## config.mk

```make
export PLATFORM = sky130hd
export DESIGN_NAME = strobed_out_port
export DESIGN_NICKNAME = d
export VERILOG_FILES = /design/src/rtl/ohp_pkg.sv /design/src/rtl/ohp_edge_detect.sv /design/src/rtl/ohp_data_latch.sv /design/src/rtl/ohp_handshake.sv /design/src/rtl/strobed_out_port.sv
export SDC_FILE = /design/constraint.sdc
export NUM_CORES = 1
export LEC_CHECK = 0
export ABC_AREA = 0
export BUFFER_PORTS_ARGS = -buffer_cell sky130_fd_sc_hd__buf_4
export CAP_MARGIN = 20
export CORE_AREA = 2 2 39 41
export DETAILED_ROUTE_END_ITERATION = 8
export DIE_AREA = 0 0 41 43
export PLACE_DENSITY = 0.81
export SYNTH_ARGS = -nofsm -noshare
export SYNTH_HDL_FRONTEND = slang
export SYNTH_SLANG_ARGS = --single-unit
```

## constraint.sdc

```tcl
create_clock -name clk -period 2 [get_ports clk]
set_input_delay 0.1 -clock clk [delete_from_list [all_inputs] [get_ports clk]]
set_output_delay 0.1 -clock clk [all_outputs]
set_load 0.02 [all_outputs]
```

## src/rtl/ohp_pkg.sv

```systemverilog
// Package: shared types for the strobed output handshake port.
// Assumes: nothing beyond IEEE 1800-2017 packed structs.
package ohp_pkg;

    // Edge events detected on one strobe line, both one-cycle wide.
    typedef struct packed {
        logic rise;
        logic fall;
    } edge_ev_t;

endpackage

```

## src/rtl/ohp_edge_detect.sv

```systemverilog
// Module: ohp_edge_detect
// Purpose: optional synchronizer chain followed by rise/fall detection.
// Assumes: STAGES == 0 means the input is already synchronous to clk;
//          IDLE is the level the line rests at, loaded on reset so no
//          false edge is reported right after reset.
module ohp_edge_detect
    import ohp_pkg::*;
#(
    parameter int   STAGES = 2,
    parameter logic IDLE   = 1'b1
) (
    input  logic     clk,
    input  logic     rst_n,
    input  logic     sig_in,
    output edge_ev_t ev
);

    logic level;
    logic prev_q;

    generate
        if (STAGES == 0) begin : g_direct
            // Input already in the clock domain: use it as is.
            assign level = sig_in;
        end else begin : g_sync
            logic [STAGES-1:0] sync_q;
            // Shift the asynchronous input through STAGES flops.
            always_ff @(posedge clk) begin
                if (!rst_n) sync_q <= {STAGES{IDLE}};
                else        sync_q <= {sync_q[STAGES-2 >= 0 ? STAGES-2 : 0 : 0], sig_in};
            end
            assign level = sync_q[STAGES-1];
        end
    endgenerate

    // Remember the previous synchronized level.
    always_ff @(posedge clk) begin
        if (!rst_n) prev_q <= IDLE;
        else        prev_q <= level;
    end

    // Edge events from current versus previous level.
    always_comb begin
        ev.rise = level & ~prev_q;
        ev.fall = ~level & prev_q;
    end

endmodule

```

## src/rtl/ohp_data_latch.sv

```systemverilog
// Module: ohp_data_latch
// Purpose: holds the byte presented to the peripheral.
// Assumes: load is a single-cycle event; din is steady in that cycle.
module ohp_data_latch #(
    parameter int W = 8
) (
    input  logic         clk,
    input  logic         rst_n,
    input  logic         load,
    input  logic [W-1:0] din,
    output logic [W-1:0] dout
);

    // Capture on load, otherwise hold; clear on reset.
    always_ff @(posedge clk) begin
        if (!rst_n)    dout <= '0;
        else if (load) dout <= din;
    end

endmodule

```

## src/rtl/ohp_handshake.sv

```systemverilog
// Module: ohp_handshake
// Purpose: buffer-full and interrupt-request flags driven by write and
//          acknowledge edge events.
// Assumes: edge events are one-cycle pulses; mode_enter is a one-cycle
//          pulse. Priorities: mode entry over write for buffer-full, write
//          over acknowledge; write fall over acknowledge rise for request.
module ohp_handshake
    import ohp_pkg::*;
(
    input  logic     clk,
    input  logic     rst_n,
    input  edge_ev_t wr_ev,
    input  edge_ev_t ack_ev,
    input  logic     mode_enter,
    output logic     obf,
    output logic     irq_pend
);

    // Buffer-full flag: set by a completed write, cleared by acknowledge or mode entry.
    always_ff @(posedge clk) begin
        if (!rst_n)          obf <= 1'b0;
        else if (mode_enter) obf <= 1'b0;
        else if (wr_ev.rise) obf <= 1'b1;
        else if (ack_ev.fall) obf <= 1'b0;
    end

    // Request flag: set when acknowledge ends with buffer empty, cleared by a new write.
    always_ff @(posedge clk) begin
        if (!rst_n)                     irq_pend <= 1'b0;
        else if (wr_ev.fall)            irq_pend <= 1'b0;
        else if (ack_ev.rise && !obf)   irq_pend <= 1'b1;
    end

    a_r3_obf_on_write: assert property (@(posedge clk) disable iff (!rst_n)
        (wr_ev.rise && !mode_enter) |=> obf);

    a_r4_ack_releases: assert property (@(posedge clk) disable iff (!rst_n)
        (ack_ev.fall && !wr_ev.rise && !mode_enter) |=> !obf);

    a_r7_write_clears_req: assert property (@(posedge clk) disable iff (!rst_n)
        wr_ev.fall |=> !irq_pend);

    a_r9_mode_forces_idle: assert property (@(posedge clk) disable iff (!rst_n)
        mode_enter |=> !obf);

    a_r10_no_req_while_full: assert property (@(posedge clk) disable iff (!rst_n)
        (ack_ev.rise && obf && !irq_pend) |=> !irq_pend);

endmodule

```

## src/rtl/strobed_out_port.sv

```systemverilog
// Module: strobed_out_port (top)
// Purpose: byte-wide latched output channel with buffer-full/acknowledge
//          handshake and a maskable next-byte interrupt.
// Assumes: wr_n is synchronous to clk; ack_n may be asynchronous and is
//          synchronized over ACK_SYNC flops; reset is synchronous, active low.
module strobed_out_port
    import ohp_pkg::*;
#(
    parameter int DATA_W   = 8,
    parameter int ACK_SYNC = 2
) (
    input  logic              clk,
    input  logic              rst_n,
    input  logic              wr_n,
    input  logic [DATA_W-1:0] wr_data,
    input  logic              ack_n,
    input  logic              irq_en,
    input  logic              mode_enter,
    output logic [DATA_W-1:0] port_data,
    output logic              obf_n,
    output logic              irq
);

    edge_ev_t wr_ev;
    edge_ev_t ack_ev;
    logic     obf;
    logic     irq_pend;

    ohp_edge_detect #(.STAGES(0), .IDLE(1'b1)) u_wr_edge (
        .clk    (clk),
        .rst_n  (rst_n),
        .sig_in (wr_n),
        .ev     (wr_ev)
    );

    ohp_edge_detect #(.STAGES(ACK_SYNC), .IDLE(1'b1)) u_ack_edge (
        .clk    (clk),
        .rst_n  (rst_n),
        .sig_in (ack_n),
        .ev     (ack_ev)
    );

    ohp_data_latch #(.W(DATA_W)) u_latch (
        .clk   (clk),
        .rst_n (rst_n),
        .load  (wr_ev.rise),
        .din   (wr_data),
        .dout  (port_data)
    );

    ohp_handshake u_hs (
        .clk        (clk),
        .rst_n      (rst_n),
        .wr_ev      (wr_ev),
        .ack_ev     (ack_ev),
        .mode_enter (mode_enter),
        .obf        (obf),
        .irq_pend   (irq_pend)
    );

    // Drive the active-low buffer-full line and the masked request.
    always_comb begin
        obf_n = ~obf;
        irq   = irq_pend & irq_en;
    end

    a_r2_byte_captured: assert property (@(posedge clk) disable iff (!rst_n)
        wr_ev.rise |=> (port_data == $past(wr_data)));

    a_r2_byte_held: assert property (@(posedge clk) disable iff (!rst_n)
        !wr_ev.rise |=> $stable(port_data));

endmodule

```

==> key figures <==
Route
  • Via count: 449
  • Number of remaining DRC errors: 0
  • DRT iter0 DRCs: 1
  • Final antenna-violating net count: 0
  • WL final: about 990 microns
  • Routed WL per cell: 10.0 microns
  • DRT Pass-1 Iters: 2
  • Via/cell ratio: 4.54

Worst hold path
  • HP Class: in -> reg
  • Hold path start: wr_n
  • Hold Path Depth: 2
  • Hold Path End: u_wr_edge.prev_q

Die
  • Initial Utilization: 38.5%
  • Die area: 1760 sq um
  • Core area: 1380 sq um
  • I/O pin total: 24
  • Die height: between 40 and 50 microns
  • Die Wd: 41 microns
  • Rows: 14

Final layout
  • Antenna diode count: 0
  • Finished Cell Area: 762 sq um
  • Layout cells sized above 1: 38.6%
  • Nets: 98
  • Synth-to-layout area growth: 43.0%
  • Final Util: between 50 and 60%

Worst setup path
  • CP startpoint kind: flop
  • Slowest CP cell: and2b_1
  • Critical path fanouts, max: 9
  • Critical path class: reg -> reg
  • Worst EP required: between 2 and 2.5 ns
  • Critical R2R Launch: u_wr_edge.prev_q
  • Worst Reg-to-Reg Cells: 3
  • Worst endpoint data arrival time: 1.20 ns
  • Setup crit end kind: flop
  • Register-to-register setup slack: 1.02 ns
  • Family with the most delay on the worst path: simple AND/OR/NAND/NOR gates
  • Worst path max stage delay: 0.38 ns
  • RR Endpoint: u_latch.dout[7]
  • Critical-path cell list: and2b_1 > nand2_1 > a21boi_2
  • Crit path buf inv count: 0

Yosys
  • Synthesized net count: 71
  • Distinct cells, synth: 17
  • Register area share after synthesis: 52.6%
  • Mean Syn Cell Area: 9.35 sq um
  • Yosys warnings: 0
  • Synth area leader: dfxtp_1
  • Synth top area cells: dfxtp_1 (53%), nand2_1 (11%), a21boi_1 (7.0%), a21boi_2 (6.3%), or2b_1 (4.2%)
  • Synth Cell Area: 533 sq um
  • Area fraction of the dominant cell type after synthesis: 52.6%
  • Syn Inst Count: 57
  • Flop and latch count out of synthesis: 14

Place
  • IO buf count: 23
  • Placed Area: roughly 700 sq um
  • Final RePlAce weighted congestion: 0.601

GRT
  • Total GRT Usage: 13.2%
  • First-pass GRT wire length: 1480 microns
  • Vias in the first global route: 379
  • Initial antenna violation count: 0
  • Largest net degree at the start of global routing: 15
  • Overflow after GRT: 0

Clocking
  • CTS resizes: 0
  • Post-CTS Hold Buffers: 1
  • Postcts setup bufs: 0
  • TritonCTS Sinks: 14
  • CTS Root Cell: clkbuf_4
  • Clock transition at path regs: 0.08 ns
  • Worst-skew pair later-pin latency: ~0.28 ns
  • H-tree depth: 1
  • Number of CTS-inserted buffers: 3
  • TritonCTS clock tree: done
  • CTS Buffer Depth: 2

STA
  • Tmin final: 0.980 ns
  • Post-route setup TNS: 0 ns
  • Fin. Hold Viols: 0
  • Final slew viol count: 0
  • Worst Skew: 0.00793 ns
  • RSZ-0062 raised after global routing: false
  • Relative slew slack: 79.1%
  • Hold slack: around 0.030 ns
  • Fmax: 1.02 GHz
  • Setup Viol. Count Final: 0
  • Worst-Margin Slew: approximately 0.31 ns
  • Period utilisation layout: 49.0%

Power and ir drop
  • Leak: 0.335 nW
  • Pwr Density: 731 nW/um^2
  • Worst VDD drop: 0.422 mV
  • Total power: 0.557 mW

Job
  • Total of max-cap violations: 0

Outcome
  • Status: finished clean
## logic make-up (layout without fill, tap and decap cells)
| kind of cell | after synthesis | in the layout | share of synthesized area (%) |
|---|---|---|---|
| AND/OR/NAND/NOR | 27 | 27 | 25.4 |
| flip-flops | 14 | 14 | 52.6 |
| AO/OA/AOI/OAI | 11 | 11 | 16.9 |
| buffers and inverters | 5 | 31 | 5.16 |
## worst max path at each step
stage	startpoint	to	slack, ns	cells past startpoint
2_1_floorplan	u_wr_edge.prev_q	u_hs.obf	1.12	4
5_1_grt	u_wr_edge.prev_q	u_latch.dout[0]	0.90	3
3_5_place_dp	u_wr_edge.prev_q	u_latch.dout[3]	1.02	3
4_1_cts	u_wr_edge.prev_q	u_latch.dout[3]	1.02	3
6_report	u_wr_edge.prev_q	u_latch.dout[7]	1.02	3
3_3_place_gp	u_wr_edge.prev_q	u_latch.dout[7]	1.07	3
## cell type report
class	count	area, sq um
Fill cell	150	622
Inverter	2	7.51
Tap cell	16	20.0
Multi-Input combinational cell	38	225
Clock buffer	4	36.3
Timing Repair Buffer	25	193
Sequential cell	14	280
## through the flow
stage | instances | setup WS [ns]
floorplan | 57 | 1.12
global placement | 93 | 1.07
detailed placement | 93 | 1.02
CTS | 98 | 1.02
global route | 99 | 0.899
finish | 99 | 1.02
## cell usage in the layout (no fill, tap or decap), types with 2 or more instances in the layout
cell type and instances:
clkbuf_4 3, a21boi_1 5, dfxtp_1 14, a21boi_2 3
buf_4 23, or2b_1 3, nand2b_1 3, dlygate4sd3_1 2
inv_1 2, nand2_1 16, nor2_1 2
## per-layer routing
| layer | vias to the layer above | share of wire [%] | global-route usage (%) |
|---|---|---|---|
| met5 | - | 0 | 0 |
| met4 | 0 | 0 | 6.00 |
| met3 | 0 | 10 | 7.85 |
| met2 | 17 | 50 | 19.4 |
| met1 | 199 | 39 | 14.5 |
| li1 | 233 | - | - |
## report_power, final
| part | internal, mW | leakage, nW | switching [mW] | total [mW] |
|---|---|---|---|---|
| combinational | 0.0375 | 0.199 | 0.0272 | 0.0647 |
| sequential | 0.288 | 0.114 | 0.00465 | 0.293 |
| clock | 0.111 | 0.0210 | 0.0885 | 0.199 |
## flip-flops by register name (all words and copies together), names as in the netlist
name	count
u_ack_edge.g_sync.sync_q	2
u_ack_edge.prev_q	1
u_latch.dout	8
u_hs.obf	1
u_wr_edge.prev_q	1
u_hs.irq_pend	1
## worst reg2reg max path, stage by stage (launching register included)
cell      delay (ns)
dfxtp_1         0.32
and2b_1         0.38
nand2_1         0.11
a21boi_2        0.11
## Yosys cell counts, drive strengths merged
cell type and instances:
nand2 16, dfxtp 14, a21boi 8, nand2b 3
or2b 3, a21oi 2, buf 2, inv 2
nor2 2, and2 1, and2b 1, clkbuf 1
nor3b 1, o21ai 1
No activity file was read; power rests on OpenSTA's default activity.
